===== src/rtl/pll_calc_pkg.sv =====
package pll_calc_pkg;
  localparam int REF_W  = 32;
  localparam int OUT_W  = 32;
  localparam int FRAC_W = 16;
  localparam int INT_W  = 10;
  localparam int PDV_W  = 6;
  localparam int EXP_W  = 3;
  // field positions in the configuration words
  localparam int FRAC_LSB = 16;
  localparam int INT_LSB  = 6;
  localparam int PDV_LSB  = 0;
  localparam int EXP_LSB  = 0;
  // derived widths
  localparam int MULT_W = INT_W + FRAC_W;
  localparam int DVS_W  = PDV_W + (1 << EXP_W) - 1 + FRAC_W;
  localparam int PROD_W = REF_W + MULT_W;
  localparam int DVD_W  = PROD_W + 1;

  function automatic logic [FRAC_W-1:0] get_frac(input logic [31:0] w);
    return w[FRAC_LSB +: FRAC_W];
  endfunction

  function automatic logic [INT_W-1:0] get_int(input logic [31:0] w);
    return w[INT_LSB +: INT_W];
  endfunction

  function automatic logic [PDV_W-1:0] get_pdiv(input logic [31:0] w);
    return w[PDV_LSB +: PDV_W];
  endfunction

  function automatic logic [EXP_W-1:0] get_exp(input logic [31:0] w);
    return w[EXP_LSB +: EXP_W];
  endfunction

  // feedback factor in fixed point: N*2^FRAC_W + F
  function automatic logic [MULT_W-1:0] feedback_word(input logic [31:0] wa);
    return {get_int(wa), get_frac(wa)};
  endfunction

  // full divisor with the fraction scale folded in: D * 2^E * 2^FRAC_W
  function automatic logic [DVS_W-1:0] divisor_word(input logic [31:0] wa,
                                                    input logic [31:0] wb);
    logic [DVS_W-1:0] d;
    d = DVS_W'(get_pdiv(wa));
    d = d << get_exp(wb);
    return d << FRAC_W;
  endfunction

  function automatic logic [OUT_W-1:0] saturate(input logic [DVD_W-1:0] q);
    if (|q[DVD_W-1:OUT_W]) return {OUT_W{1'b1}};
    return q[OUT_W-1:0];
  endfunction
endpackage


===== src/rtl/pll_shift_mul.sv =====
module pll_shift_mul #(
  parameter int A_W = 32,
  parameter int B_W = 26
) (
  input  logic               clk,
  input  logic               rst_n,
  input  logic               load,
  input  logic [A_W-1:0]     op_a,
  input  logic [B_W-1:0]     op_b,
  output logic [A_W+B_W-1:0] product,
  output logic               fin
);
  localparam int P_W = A_W + B_W;
  localparam int CW  = $clog2(B_W);

  logic [P_W-1:0] mcand;
  logic [B_W-1:0] mplier;
  logic [CW-1:0]  cnt;
  logic           run;
  logic           last_step;

  assign last_step = run && (cnt == CW'(B_W - 1));

  always_ff @(posedge clk or negedge rst_n) begin
    if (!rst_n) begin
      product <= '0;
      mcand   <= '0;
      mplier  <= '0;
      cnt     <= '0;
      run     <= 1'b0;
      fin     <= 1'b0;
    end else begin
      fin <= 1'b0;
      if (load) begin
        product <= '0;
        mcand   <= P_W'(op_a);
        mplier  <= op_b;
        cnt     <= '0;
        run     <= 1'b1;
      end else if (run) begin
        if (mplier[0]) product <= product + mcand;
        mcand  <= mcand << 1;
        mplier <= mplier >> 1;
        cnt    <= cnt + 1'b1;
        if (last_step) begin
          run <= 1'b0;
          fin <= 1'b1;
        end
      end
    end
  end

  assert_mul_count_R6: assert property (@(posedge clk) disable iff (!rst_n)
    run |-> (cnt < CW'(B_W)));
  assert_mul_fin_pulse_R6: assert property (@(posedge clk) disable iff (!rst_n)
    fin |-> !run);
endmodule


===== src/rtl/pll_shift_div.sv =====
module pll_shift_div #(
  parameter int N_W = 59,
  parameter int D_W = 29
) (
  input  logic           clk,
  input  logic           rst_n,
  input  logic           load,
  input  logic [N_W-1:0] dividend,
  input  logic [D_W-1:0] divisor,
  output logic [N_W-1:0] quotient,
  output logic           fin
);
  localparam int CW = $clog2(N_W);

  logic [D_W-1:0] rem;
  logic [D_W-1:0] dvs_q;
  logic [CW-1:0]  cnt;
  logic           run;
  logic [D_W:0]   trial;
  logic [D_W:0]   diff;
  logic           fits;

  assign trial = {rem, quotient[N_W-1]};
  assign diff  = trial - {1'b0, dvs_q};
  assign fits  = trial >= {1'b0, dvs_q};

  always_ff @(posedge clk or negedge rst_n) begin
    if (!rst_n) begin
      rem      <= '0;
      dvs_q    <= '0;
      quotient <= '0;
      cnt      <= '0;
      run      <= 1'b0;
      fin      <= 1'b0;
    end else begin
      fin <= 1'b0;
      if (load) begin
        rem      <= '0;
        dvs_q    <= divisor;
        quotient <= dividend;
        cnt      <= '0;
        run      <= 1'b1;
      end else if (run) begin
        rem      <= fits ? diff[D_W-1:0] : trial[D_W-1:0];
        quotient <= {quotient[N_W-2:0], fits};
        cnt      <= cnt + 1'b1;
        if (cnt == CW'(N_W - 1)) begin
          run <= 1'b0;
          fin <= 1'b1;
        end
      end
    end
  end

  assert_no_zero_divide_R4: assert property (@(posedge clk) disable iff (!rst_n)
    load |-> (divisor != '0));
  assert_rem_below_divisor_R2: assert property (@(posedge clk) disable iff (!rst_n)
    run |-> (rem < dvs_q));
endmodule


===== src/rtl/pll_rate_calc.sv =====
module pll_rate_calc
  import pll_calc_pkg::*;
(
  input  logic        clk,
  input  logic        rst_n,
  input  logic        start,
  input  logic        bypass,
  input  logic [31:0] ref_hz,
  input  logic [31:0] cfg_a,
  input  logic [31:0] cfg_b,
  output logic [31:0] rate_hz,
  output logic        busy,
  output logic        done,
  output logic        err
);
  typedef enum logic [1:0] {ST_IDLE, ST_MUL, ST_DIV, ST_FIN} calc_state_e;

  calc_state_e          state;
  logic                 accept;
  logic                 shortcut;
  logic                 mul_load;
  logic                 mul_fin;
  logic                 div_load;
  logic                 div_fin;
  logic [PROD_W-1:0]    prod;
  logic [DVD_W-1:0]     dividend;
  logic [DVD_W-1:0]     quo;
  logic [DVS_W-1:0]     dvs_q;
  logic [REF_W-1:0]     ref_q;
  logic                 byp_q;

  assign accept   = start && (state == ST_IDLE);
  assign shortcut = bypass || (get_pdiv(cfg_a) == '0);
  assign mul_load = accept && !shortcut;
  assign div_load = (state == ST_MUL) && mul_fin;
  assign dividend = DVD_W'(prod) + DVD_W'(dvs_q >> 1);
  assign busy     = (state != ST_IDLE);

  pll_shift_mul #(.A_W(REF_W), .B_W(MULT_W)) u_mul (
    .clk     (clk),
    .rst_n   (rst_n),
    .load    (mul_load),
    .op_a    (ref_hz),
    .op_b    (feedback_word(cfg_a)),
    .product (prod),
    .fin     (mul_fin)
  );

  pll_shift_div #(.N_W(DVD_W), .D_W(DVS_W)) u_div (
    .clk      (clk),
    .rst_n    (rst_n),
    .load     (div_load),
    .dividend (dividend),
    .divisor  (dvs_q),
    .quotient (quo),
    .fin      (div_fin)
  );

  always_ff @(posedge clk or negedge rst_n) begin
    if (!rst_n) begin
      state   <= ST_IDLE;
      rate_hz <= '0;
      done    <= 1'b0;
      err     <= 1'b0;
      dvs_q   <= '0;
      ref_q   <= '0;
      byp_q   <= 1'b0;
    end else begin
      done <= 1'b0;
      case (state)
        ST_IDLE: if (accept) begin
          ref_q <= ref_hz;
          byp_q <= bypass;
          dvs_q <= divisor_word(cfg_a, cfg_b);
          state <= shortcut ? ST_FIN : ST_MUL;
        end
        ST_MUL: if (mul_fin) state <= ST_DIV;
        ST_DIV: if (div_fin) begin
          rate_hz <= saturate(quo);
          err     <= 1'b0;
          done    <= 1'b1;
          state   <= ST_IDLE;
        end
        default: begin
          rate_hz <= byp_q ? ref_q : '0;
          err     <= !byp_q;
          done    <= 1'b1;
          state   <= ST_IDLE;
        end
      endcase
    end
  end

  assert_done_pulse_R8: assert property (@(posedge clk) disable iff (!rst_n)
    done |=> !done);
  assert_err_zero_rate_R4: assert property (@(posedge clk) disable iff (!rst_n)
    err |-> (rate_hz == '0));
  assert_busy_before_done_R7: assert property (@(posedge clk) disable iff (!rst_n)
    done |-> (!busy && $past(busy)));
  assert_result_hold_R8: assert property (@(posedge clk) disable iff (!rst_n)
    !done |-> ($stable(rate_hz) && $stable(err)));
  assert_start_ignored_R9: assert property (@(posedge clk) disable iff (!rst_n)
    (busy && !div_fin && state != ST_FIN) |=> busy);
endmodule


===== config.mk =====
export PLATFORM = sky130hd
export DESIGN_NAME = pll_rate_calc
export DESIGN_NICKNAME = d
export VERILOG_FILES = /design/src/rtl/pll_calc_pkg.sv /design/src/rtl/pll_shift_mul.sv /design/src/rtl/pll_shift_div.sv /design/src/rtl/pll_rate_calc.sv
export SDC_FILE = /design/constraint.sdc
export NUM_CORES = 1
export LEC_CHECK = 0
export BUFFER_PORTS_ARGS = -buffer_cell sky130_fd_sc_hd__buf_4
export CAP_MARGIN = 20
export CORE_MARGIN = 2
export CORE_UTILIZATION = 62
export DETAILED_ROUTE_END_ITERATION = 10
export PLACE_DENSITY = 0.81
export SYNTH_ARGS = -nofsm -noshare
export SYNTH_HDL_FRONTEND = slang
export SYNTH_SLANG_ARGS = --single-unit
export TNS_END_PERCENT = 10

===== constraint.sdc =====
create_clock -name clk -period 3.2 [get_ports clk]
set_input_delay 0.48 -clock clk [delete_from_list [all_inputs] [get_ports clk]]
set_output_delay 0.48 -clock clk [all_outputs]
set_load 0.05 [all_outputs]

==> impl_metrics.py <==
metrics = {
    "global_route": {
        "antenna_found_initial": 3,
        "grt_max_degree": 78,
        "grt_pass1_wl_um": 87900,
        "overflow": 0,
        "track_usage": 0.324,
        "grt_pass1_vias": 17100,
    },
    "timing": {
        "hold_viol": 0,
        "rsz0062_at_grt": "yes",
        "finalSetupViolCount": 0,
        "post-route-min-period_ns": 3.09,
        "relSlewSlack": 0.449,
        "drv_slew": 0,
        "finClkSkew_ns": 0.0248,
        "setup_ws_ns": 0.106,
        "worstMarginPinSlew_ns": 0.825,
        "post-route-period-util": 0.967,
        "hold-worst-slack_ns": 0.137,
        "finalSetupTns_ns": 0,
        "max_freq_ghz": 0.323,
    },
    "logic_synthesis": {
        "netlist_top_cells_area": "dfrtp_1 (43%), mux2i_1 (7.2%), nand2_1 (7.2%)",
        "syn_nets": 2455,
        "synth_warnings": 0,
        "synth_top_area_share": 0.426,
        "ys.flop_type": "dfrtp_1",
        "netlist_area_um2": 20000,
        "synthCells": 2265,
        "synth_edf_count": 0,
        "ys_types": 77,
        "syn_area_per_cell_um2": 8.81,
        "synthArstFlopShare": 1.00,
        "ys_seq_elements": 340,
        "yosysSeqAreaShare": 0.426,
        "synth_area_leader_cell": "dfrtp_1",
    },
    "cts": {
        "cts_buffers": 38,
        "htree_levels": 2,
        "cts.clk_slew.worst_paths_ns": 0.06,
        "cts_tree": "built",
        "clock_latency_ns": 0.55,
        "clockBufferDepth": 3,
        "clock-root-buffer": "clkbuf_16",
        "cts_sinks": 340,
    },
    "placement": {
        "dpl.hpwl_um": 38300,
        "numPortBuffers": 105,
        "dp.cells": 2712,
        "globalplace.congestion": 0.961,
        "dpl_worst_slack_ns": -0.0291,
        "dpl_cell_area_um2": 21400,
    },
    "die": {
        "core-area_um2": 31600,
        "die_y_um": 183,
        "dieArea_um2": 33600,
        "die_w_um": 183,
        "initial_core_util": 0.631,
        "io_pins": 135,
        "fp-row-count": 65,
    },
    "detailed_routing": {
        "firstDrtPassIters": 7,
        "ant_nets": 0,
        "drc": 0,
        "vias": 17700,
        "drt_iter0_markers": 1550,
        "wirelength_um": 54600,
        "via_per_inst": 6.35,
        "wl_per_cell_um": 19.6,
    },
    "pwr": {
        "peakVddDrop_uv": 488,
        "powerDensity_nw_per_um2": 793,
        "leakagePower_nw": 10.3,
        "p_total_mw": 18.1,
    },
    "worst_setup_path": {
        "cp.arrival_ns": 3.55,
        "cp.required_ns": 3.65,
        "r2r_cells": 13,
        "endpoint_kind": "register",
        "worstPathMaxFanout": 12,
        "path_class": "reg2reg",
        "start_kind": "register",
    },
    "job": {
        "drv_cap": 0,
    },
    "finish": {
        "final_nets": 2545,
        "final_util": 0.721,
        "layout.cells.non_filler": 2790,
        "layout-drive-gt1-share": 0.128,
        "synthToLayoutAreaGrowth_pct": 14.3,
        "final_area_um2": 22800,
    },
    "outcome": {
        "status": "complete, no violations",
    },
    "hold_path": {
        "hold_class": "in2reg",
        "whs_path_depth": 3,
    },
}
## power breakdown
part	leakage (nW)	switching (mW)	internal, mW
sequential	4.45	0.801	5.02
combinational	5.26	4.63	3.30
clock	0.622	1.82	2.52
## per-layer routing
| layer | track usage | wire length, µm | vias to the layer above |
|---|---|---|---|
| li1 | - | - | 8236 |
| met1 | 0.462 | 23900 | 8587 |
| met2 | 0.502 | 24700 | 765 |
| met3 | 0.0596 | 4620 | 116 |
| met4 | 0.105 | 1380 | 0 |
| met5 | 0 | 0 | - |
## area by class of cell
| type | instances | area (µm²) |
|---|---|---|
| Multi-Input combinational cell | 1743 | 10800 |
| Fill cell | 2331 | 8840 |
| Sequential cell | 340 | 8520 |
| Timing Repair Buffer | 194 | 1560 |
| Clock buffer | 54 | 1110 |
| Tap cell | 402 | 503 |
| Inverter | 38 | 143 |
| Clock inverter | 15 | 123 |
| Antenna cell | 4 | 10.0 |
## cells in the final DEF (no fill, tap or decap), types with 31 or more instances in the layout
| cell type | n |
|---|---|
| a211oi_1 | 43 |
| nor2b_1 | 42 |
| o21ai_0 | 184 |
| a21o_1 | 36 |
| a21oi_1 | 187 |
| clkbuf_16 | 40 |
| mux2i_1 | 144 |
| buf_4 | 185 |
| xnor2_1 | 42 |
| nand2_1 | 381 |
| nor2_1 | 175 |
| o31ai_1 | 47 |
| ha_1 | 87 |
| nand4_1 | 31 |
| inv_1 | 38 |
| dfrtp_1 | 337 |
| xor2_1 | 35 |
## repair_timing
| item | CTS | global route |
|---|---|---|
| pin swaps | 0 | 3 |
| cloned | 0 | 1 |
| buffers inserted | 0 | 3 |
| hold endpoints to repair | 68 | 0 |
| gates resized for setup | 1 | 16 |
| endpoints found under the setup margin | 4 | 43 |
| hold buffers | 1 | 0 |
## critical path: stages, from the launching register on
cell and delay, ns:
dfrtp_2 0.42, ha_1 0.19, inv_1 0.06, fa_2 0.35, nor2b_1 0.12, o21a_1 0.14, o21ai_1 0.10, a21oi_2 0.21
o2111ai_2 0.20, nand3_2 0.18, nand3_4 0.12, buf_12 0.18, or4_1 0.52, a31oi_1 0.22
## sequential cells by signal, indices dropped and copies added (netlist names)
signal	flops
u_div.quotient	59
u_div.cnt	6
state	2
u_mul.fin	1
done	1
u_div.run	1
u_div.fin	1
u_mul.product	58
u_div.dvs_q	13
byp_q	1
u_mul.mplier	26
u_mul.cnt	5
u_mul.run	1
ref_q	32
u_mul.mcand	58
u_div.rem	29
dvs_q	13
err	1
rate_hz	32
## path summary, 6_finish.rpt
kind,startpoint,to,slack [ns]
max in group asynchronous,rst_n,u_mul.mplier[6],1.67
min,ref_hz[27],ref_q[27],0.14
max,u_mul.product[15],u_div.quotient[43],0.11
min reg2reg,rate_hz[20],rate_hz[20],0.47
min in group asynchronous,rst_n,rate_hz[20],0.50
max reg2reg,u_mul.product[15],u_div.quotient[43],0.11
## logic make-up after synthesis
logic type                 Yosys count  share of synthesized area
AOI/OAI and AO/OA                  626                      0.190
xor gates and xnor gates            77                     0.0338
adders and majority gates           90                     0.0576
buffers and inverters              182                     0.0356
DFF                                340                      0.426
muxes                              151                     0.0762
and+or+nand+nor                    799                      0.180
## cells in the mapped netlist, types with 16 or more instances
cell type and count:
nor2_1 177, inv_1 38, xnor2_1 42, nor2b_1 43, ha_1 87, nand3_1 32, a31oi_1 25, buf_1 16
o21ai_0 186, nand2_1 383, o31ai_1 47, o21a_1 18, a21oi_1 189, clkbuf_1 113, mux2i_1 144, xor2_1 35
nand4_1 31, a21o_1 36, and3_1 18, nor3_1 31, dfrtp_1 340, a211oi_1 44
Power figures use the tool's default switching activity.
